## config.mk

```make
export PLATFORM = sky130hd
export DESIGN_NAME = rstk_task_lifo
export DESIGN_NICKNAME = d
export VERILOG_FILES = /design/src/rtl/rstk_pkg.sv /design/src/rtl/rstk_lane.sv /design/src/rtl/rstk_select.sv /design/src/rtl/rstk_resp.sv /design/src/rtl/rstk_task_lifo.sv
export SDC_FILE = /design/constraint.sdc
export NUM_CORES = 1
export LEC_CHECK = 0
export ABC_AREA = 1
export CAP_MARGIN = 10
export CORE_MARGIN = 8
export CORE_UTILIZATION = 50
export CTS_CLUSTER_SIZE = 24
export DETAILED_ROUTE_END_ITERATION = 10
export GPL_TIMING_DRIVEN = 0
export PLACE_DENSITY = 0.73
export SLEW_MARGIN = 40
export SYNTH_ARGS = -nofsm -noshare
export SYNTH_HDL_FRONTEND = slang
export SYNTH_SLANG_ARGS = --single-unit
```

## constraint.sdc

```tcl
create_clock -name clk -period 4.46 [get_ports clk]
set_clock_uncertainty 0.05 [all_clocks]
set_input_delay 1.338 -clock clk [delete_from_list [all_inputs] [get_ports clk]]
set_output_delay 1.338 -clock clk [all_outputs]
set_load 0.03 [all_outputs]
```

## src/rtl/rstk_pkg.sv

```systemverilog
package rstk_pkg;
  localparam int unsigned TASKS_DEF  = 4;
  localparam int unsigned DEPTH_DEF  = 4;
  localparam int unsigned ADDR_W_DEF = 17;
  localparam int unsigned REG_AW_DEF = 9;
  localparam logic [8:0]  LINK_REG_DEF = 9'h1F1;

  typedef enum logic [1:0] {
    OP_IDLE = 2'd0,
    OP_PUSH = 2'd1,
    OP_POP  = 2'd2,
    OP_SWAP = 2'd3
  } stk_op_e;

  function automatic stk_op_e decode_op(input logic push, input logic pop);
    case ({push, pop})
      2'b10:   return OP_PUSH;
      2'b01:   return OP_POP;
      2'b11:   return OP_SWAP;
      default: return OP_IDLE;
    endcase
  endfunction
endpackage

```

## src/rtl/rstk_lane.sv

```systemverilog
module rstk_lane
  import rstk_pkg::*;
#(
  parameter int unsigned DEPTH  = DEPTH_DEF,
  parameter int unsigned ADDR_W = ADDR_W_DEF,
  parameter int unsigned CNT_W  = $clog2(DEPTH + 1)
) (
  input  logic              clk,
  input  logic              rst,
  input  stk_op_e           op,
  input  logic [ADDR_W-1:0] din,
  output logic [ADDR_W-1:0] top,
  output logic [CNT_W-1:0]  cnt
);
  localparam logic [CNT_W-1:0] FULL = CNT_W'(DEPTH);
  localparam logic [CNT_W-1:0] ONE  = CNT_W'(1);

  logic [ADDR_W-1:0] slot [DEPTH];
  logic [CNT_W-1:0]  cnt_q;

  always_ff @(posedge clk) begin
    if (rst) begin
      for (int i = 0; i < int'(DEPTH); i++) slot[i] <= '0;
      cnt_q <= '0;
    end else begin
      case (op)
        OP_PUSH: begin
          slot[0] <= din;
          for (int i = 1; i < int'(DEPTH); i++) slot[i] <= slot[i-1];
          if (cnt_q != FULL) cnt_q <= cnt_q + ONE;
        end
        OP_POP: begin
          for (int i = 0; i < int'(DEPTH) - 1; i++) slot[i] <= slot[i+1];
          slot[DEPTH-1] <= '0;
          if (cnt_q != '0) cnt_q <= cnt_q - ONE;
        end
        OP_SWAP: begin
          slot[0] <= din;
          if (cnt_q == '0) cnt_q <= ONE;
        end
        default: ;
      endcase
    end
  end

  assign top = (cnt_q == '0) ? '0 : slot[0];
  assign cnt = cnt_q;
endmodule

```

## src/rtl/rstk_select.sv

```systemverilog
module rstk_select #(
  parameter int unsigned TASKS  = 4,
  parameter int unsigned ADDR_W = 17,
  parameter int unsigned CNT_W  = 3,
  parameter int unsigned TID_W  = 2
) (
  input  logic [ADDR_W-1:0] tops [TASKS],
  input  logic [CNT_W-1:0]  cnts [TASKS],
  input  logic [TID_W-1:0]  sel,
  output logic [ADDR_W-1:0] top,
  output logic              nonempty
);
  always_comb begin
    top      = '0;
    nonempty = 1'b0;
    for (int t = 0; t < int'(TASKS); t++) begin
      if (sel == TID_W'(t)) begin
        top      = tops[t];
        nonempty = (cnts[t] != '0);
      end
    end
  end
endmodule

```

## src/rtl/rstk_resp.sv

```systemverilog
module rstk_resp #(
  parameter int unsigned ADDR_W   = 17,
  parameter int unsigned REG_AW   = 9,
  parameter logic [REG_AW-1:0] LINK_REG = 9'h1F1
) (
  input  logic              clk,
  input  logic              rst,
  input  logic              pop_req,
  input  logic              rd_req,
  input  logic [REG_AW-1:0] rd_addr,
  input  logic              nonempty,
  input  logic [ADDR_W-1:0] top,
  output logic              pop_valid,
  output logic [ADDR_W-1:0] pop_data,
  output logic              underflow,
  output logic              link_hit,
  output logic [ADDR_W-1:0] link_data
);
  logic hit;
  assign hit = rd_req && (rd_addr == LINK_REG);

  always_ff @(posedge clk) begin
    if (rst) begin
      pop_valid <= 1'b0;
      pop_data  <= '0;
      underflow <= 1'b0;
      link_hit  <= 1'b0;
      link_data <= '0;
    end else begin
      pop_valid <= pop_req && nonempty;
      underflow <= pop_req && !nonempty;
      pop_data  <= (pop_req && nonempty) ? top : '0;
      link_hit  <= hit;
      link_data <= hit ? top : '0;
    end
  end
endmodule

```

## src/rtl/rstk_task_lifo.sv

```systemverilog
module rstk_task_lifo
  import rstk_pkg::*;
#(
  parameter int unsigned TASKS    = TASKS_DEF,
  parameter int unsigned DEPTH    = DEPTH_DEF,
  parameter int unsigned ADDR_W   = ADDR_W_DEF,
  parameter int unsigned REG_AW   = REG_AW_DEF,
  parameter logic [REG_AW-1:0] LINK_REG = LINK_REG_DEF,
  localparam int unsigned TID_W   = (TASKS > 1) ? $clog2(TASKS) : 1,
  localparam int unsigned CNT_W   = $clog2(DEPTH + 1)
) (
  input  logic              clk,
  input  logic              rst,
  input  logic [TID_W-1:0]  task_id,
  input  logic              call_en,
  input  logic [ADDR_W-1:0] call_addr,
  input  logic              ret_en,
  input  logic              rd_en,
  input  logic [REG_AW-1:0] rd_addr,
  output logic              pop_valid,
  output logic [ADDR_W-1:0] pop_data,
  output logic              underflow,
  output logic              link_hit,
  output logic [ADDR_W-1:0] link_data
);
  logic [ADDR_W-1:0] lane_top [TASKS];
  logic [CNT_W-1:0]  lane_cnt [TASKS];
  logic [ADDR_W-1:0] sel_top;
  logic              sel_nonempty;
  stk_op_e           req_op;

  assign req_op = decode_op(call_en, ret_en);

  for (genvar t = 0; t < int'(TASKS); t++) begin : g_lane
    stk_op_e lane_op;
    assign lane_op = (task_id == TID_W'(t)) ? req_op : OP_IDLE;

    rstk_lane #(
      .DEPTH (DEPTH),
      .ADDR_W(ADDR_W),
      .CNT_W (CNT_W)
    ) u_lane (
      .clk(clk),
      .rst(rst),
      .op (lane_op),
      .din(call_addr),
      .top(lane_top[t]),
      .cnt(lane_cnt[t])
    );
  end

  rstk_select #(
    .TASKS (TASKS),
    .ADDR_W(ADDR_W),
    .CNT_W (CNT_W),
    .TID_W (TID_W)
  ) u_select (
    .tops    (lane_top),
    .cnts    (lane_cnt),
    .sel     (task_id),
    .top     (sel_top),
    .nonempty(sel_nonempty)
  );

  rstk_resp #(
    .ADDR_W  (ADDR_W),
    .REG_AW  (REG_AW),
    .LINK_REG(LINK_REG)
  ) u_resp (
    .clk      (clk),
    .rst      (rst),
    .pop_req  (ret_en),
    .rd_req   (rd_en),
    .rd_addr  (rd_addr),
    .nonempty (sel_nonempty),
    .top      (sel_top),
    .pop_valid(pop_valid),
    .pop_data (pop_data),
    .underflow(underflow),
    .link_hit (link_hit),
    .link_data(link_data)
  );
endmodule

```

==> results list <==
- The worst setup path is launched from a primary input.
- The worst hold path begins at g_lane[1].u_lane.cnt[2]$_SDFFE_PP0P_.
- The worst register-to-register path has a depth of 7.
- Yosys mapped a number of flops with a built-in enable equal to between 200 and 300.
- Along the worst path, the maximum fanout reaches 17.
* CTS root buf: sky130_fd_sc_hd__clkbuf_16
- The number of global-route vias before repair was a little under 10000.
- Number of clock buffers inserted by TritonCTS: 34
* Power density over cell area: between 400 and 500 mW/mm^2
- Relative slew slack: 0.428
- During placement, the flow inserted port buffers numbering between 60 and 70.
* Synth Net Count: between 1000 and 1500
- Initial antenna violation count: 0
- Count of filler cells inserted in the layout: 2250
* Total Negative Setup Slacks: 0 ns
- The analysis attributes to cell leakage a power of 6.14 nW.
- After detailed routing, the average wire length per cell comes to 20.7 um.
* H-tree levels: 2
- The cell count after synthesis came out at around 1300.
- Of the cells placed in the final design, the portion with a size suffix greater than 1 is 0.134.
- Hold Crit Depth: 2
* #FFs+latches synth: around 320
- 70 I/O pins were placed.
- The startpoint identified for the worst register-to-register timing path is g_lane[2].u_lane.cnt[1]$_SDFFE_PP0P_.
- Data arrives at the worst endpoint at around 3.9 ns.
- The tool flagged a number of max-cap violations equal to 0.
- Netlist Area Pre-Place: approximately 0.014 sq mm
- The hold violation count in the final report came to 0.
* Nets@finish: 1440
- Count of TritonRoute iterations in the first routing pass: 6
- CP max stage delay: about 0.70 ns
- Peak supply drop: slightly below 0.2 mV
- Data on the critical path is required at its endpoint by around 4.5 ns.
- Ranked by total cell area, the synthesized netlist is headed by sky130_fd_sc_hd__edfxtp_1 (58%), sky130_fd_sc_hd__dfxtp_1 (7.0%), sky130_fd_sc_hd__inv_1 (6.4%).
- Summing all multi-input logic gate instances after layout gives 0.00359 sq mm.
* Maximum frequency from static timing analysis: ~0.25 GHz
- Clock sinks: around 320
* Startpoint of the most critical setup path: rst
* Endpoint of the lowest-slack register-to-register path: u_resp.link_data[12]$_SDFF_PP0_
- Placeable core area: 0.0277 sq mm
- Starting utilization of the core area: 0.506
- RePlAce Congestion: 0.927
* Post-cts sizing count: 0
- Number of hold-repair buffers added at the cts stage: 0
- Number of warnings issued by yosys: 0
- Counting along the longest clock path gives a buffer depth of 3.
- Area share of the largest cell type after synthesis: 0.583
* Setup WS pre-CTS: between 0.02 and 0.03 ns
- DR vias: between 10000 and 15000
- Via density: between 5 and 6
- Top library cells by usage in the layout, fill and taps aside: sky130_fd_sc_hd__edfxtp_1 (272), sky130_fd_sc_hd__inv_1 (240), sky130_fd_sc_hd__nor2_1 (127)
* Critical Path Slowest Stage Cell: sky130_fd_sc_hd__clkdlybuf4s50_1
- Global routing finished with a remaining overflow of 0.
- Shortest clock period the worst path allows after layout: 3.92 ns
* Wire length of the first global-routing pass: between 50 and 60 mm
- Number of diodes added for antenna fixing: 0
- The library cell used most frequently in the layout, excluding fill and tap cells, is sky130_fd_sc_hd__edfxtp_1.
- Die span in y: 183 um
* Critical path endpoint category: register
* Worst Path Buf+Inv: 4
* Outcome: complete, no violations
* Worst hold path class: reg -> reg
* TritonCTS clock tree: built
- Post-synthesis async set-or-reset flop share: 0
* Worst Hold Slack: between 0.4 and 0.5 ns
- Sum of routed wire length over all layers: approximately 37 mm
- Proportion of synthesized chip area in sequential cells: 0.653
* Number of antenna-violating nets in the routed design: 0
- The die covers 0.0336 sq mm.
- Final setup margin: approximately 0.54 ns
* Hold endpoint: g_lane[1].u_lane.cnt[2]$_SDFFE_PP0P_
- At the pin with the least slew margin, the transition time is between 0.8 and 0.9 ns.
- Setup repair after global routing left no endpoint under its margin.
- Clock latency reported for the late side of the worst-skew pair: ~0.52 ns
* Prevailing post-synth register cell: sky130_fd_sc_hd__edfxtp_1
- Post-Syn Area per Cell: between 10 and 15 sq um
- Overall global routing resource usage: 0.219
- The largest total area in the synthesized netlist belongs to sky130_fd_sc_hd__edfxtp_1.
* Cell family contributing the most delay on the critical path: buffers and inverters
* Number of failing setup endpoints in the final timing report: 0
* Violation count after the first detailed-routing iteration: roughly 1300
- Across the whole layout, storage elements account for a little over 0.009 sq mm.
- Post-detail-place hpwl: approximately 27 mm
- Buffers added to address setup during post-CTS repair amount to 0.
* Register-to-register setup slack: about 2.3 ns
* Tcrit/Tclk final: 0.880
- From synthesis to final layout, the design area changed by 16.1%.
* Largest net degree at the start of global routing: 18
- The number of pins exceeding their max-slew limit in the final report came to 0.
- Number of unique standard cell types used by synthesis: 38
- Clock transition at the registers of the reported paths: approximately 0.07 ns
* Placement row count: a little over 60
* WS Path Type: in -> reg
- Cell breakdown of the critical path: clkdlybuf4s50_1 -> inv_2 -> buf_2 -> clkbuf_1 -> nand2_1
- The die is approximately 180 um wide.
- After detailed routing, the number of remaining DRC violations is 0.
metal layers:
| layer | vias up | part of all wire | GRT usage | wire [um] |
|---|---|---|---|---|
| met3 | 91 | 0.10 | 0.0389 | 3790 |
| met1 | 4798 | 0.42 | 0.309 | 15800 |
| met4 | 0 | 0.040 | 0.0869 | 1490 |
| li1 | 4661 | - | - | - |
| met5 | - | 0 | 0 | 0 |
| met2 | 568 | 0.44 | 0.333 | 16400 |
cell usage after synthesis, types with 11 or more instances:
cell type                  count
sky130_fd_sc_hd__edfxtp_1    272
sky130_fd_sc_hd__a21oi_2      23
sky130_fd_sc_hd__a21oi_1      54
sky130_fd_sc_hd__nand3_1      74
sky130_fd_sc_hd__o21ai_2      25
sky130_fd_sc_hd__clkbuf_1     16
sky130_fd_sc_hd__buf_2        32
sky130_fd_sc_hd__o21ai_0      97
sky130_fd_sc_hd__o21ai_1      21
sky130_fd_sc_hd__inv_1       240
sky130_fd_sc_hd__nand2_1      87
sky130_fd_sc_hd__o22ai_1      87
sky130_fd_sc_hd__dfxtp_1      49
sky130_fd_sc_hd__nand2_2      11
sky130_fd_sc_hd__a211oi_1     15
sky130_fd_sc_hd__nor2_1      127
where the power goes:
| part | internal, mW | total (mW) | switching (mW) |
|---|---|---|---|
| sequential | 3.41 | 3.47 | 0.0619 |
| clock | 1.58 | 2.73 | 1.15 |
| combinational | 0.104 | 0.419 | 0.315 |
| total | 5.09 | 6.62 | 1.53 |
cell families (layout without fill, tap and decap cells):
group,count (synthesis),in the layout,synth area share
AND/OR/NAND/NOR,329,329,0.108
AO/OA/AOI/OAI,327,327,0.141
flip-flops,321,321,0.653
buffers and inverters,316,446,0.0928
adder cells (fa/ha/maj),4,4,0.00357
XOR/XNOR,2,2,0.00125
flip-flops by register name, summed over array words and instances, names as in the netlist:
signal and cells:
u_resp.link_hit 1, u_resp.link_data 17, g_lane.u_lane.slot 272, u_resp.pop_valid 1, g_lane.u_lane.cnt 12, u_resp.pop_data 17
u_resp.underflow 1
worst reg2reg max path: stages (launching register included):
cell and delay, ns:
sky130_fd_sc_hd__dfxtp_1 0.33, sky130_fd_sc_hd__inv_1 0.09, sky130_fd_sc_hd__nand3_1 0.22, sky130_fd_sc_hd__nand2_1 0.32
sky130_fd_sc_hd__buf_2 0.28, sky130_fd_sc_hd__nor2_1 0.07, sky130_fd_sc_hd__a211oi_1 0.52, sky130_fd_sc_hd__nor2_1 0.11
per-stage QoR:
stage	area [sq um]	cells	utilization	total power, mW
after floorplan	14000	1299	-	3.75
after global placement	15200	1745	0.548	3.92
after detailed placement	15200	1745	0.548	3.94
after CTS	16300	1807	0.587	6.63
after global routing	16300	1807	0.587	6.78
final	16300	1807	0.587	6.62
final cells by class:
| class | instances | share of cell area |
|---|---|---|
| inverters | 252 | 0.0586 |
| clock inverters | 13 | 0.00407 |
| clock buffers | 49 | 0.0621 |
| well taps | 378 | 0.0291 |
| plain buffers | 64 | 0.0214 |
| repair buffers | 68 | 0.0418 |
| multi-input cells | 662 | 0.221 |
| flip-flops and latches | 321 | 0.562 |
worst max path at each step:
| stage | to | slack [ns] | cells past startpoint |
|---|---|---|---|
| after CTS | g_lane[3].u_lane.slot[2][3]$_DFFE_PP_ | 0.53 | 5 |
| final | g_lane[2].u_lane.slot[2][7]$_DFFE_PP_ | 0.54 | 5 |
| after global routing | g_lane[3].u_lane.slot[2][3]$_DFFE_PP_ | 0.42 | 5 |
| after global placement | g_lane[1].u_lane.slot[1][8]$_SDFFCE_PP0P_ | -0.12 | 5 |
| after detailed placement | g_lane[3].u_lane.slot[2][10]$_DFFE_PP_ | 0.03 | 5 |
| after floorplan | g_lane[1].u_lane.slot[1][0]$_SDFFCE_PP0P_ | 1.29 | 9 |
No activity file was read; power rests on OpenSTA's default activity.
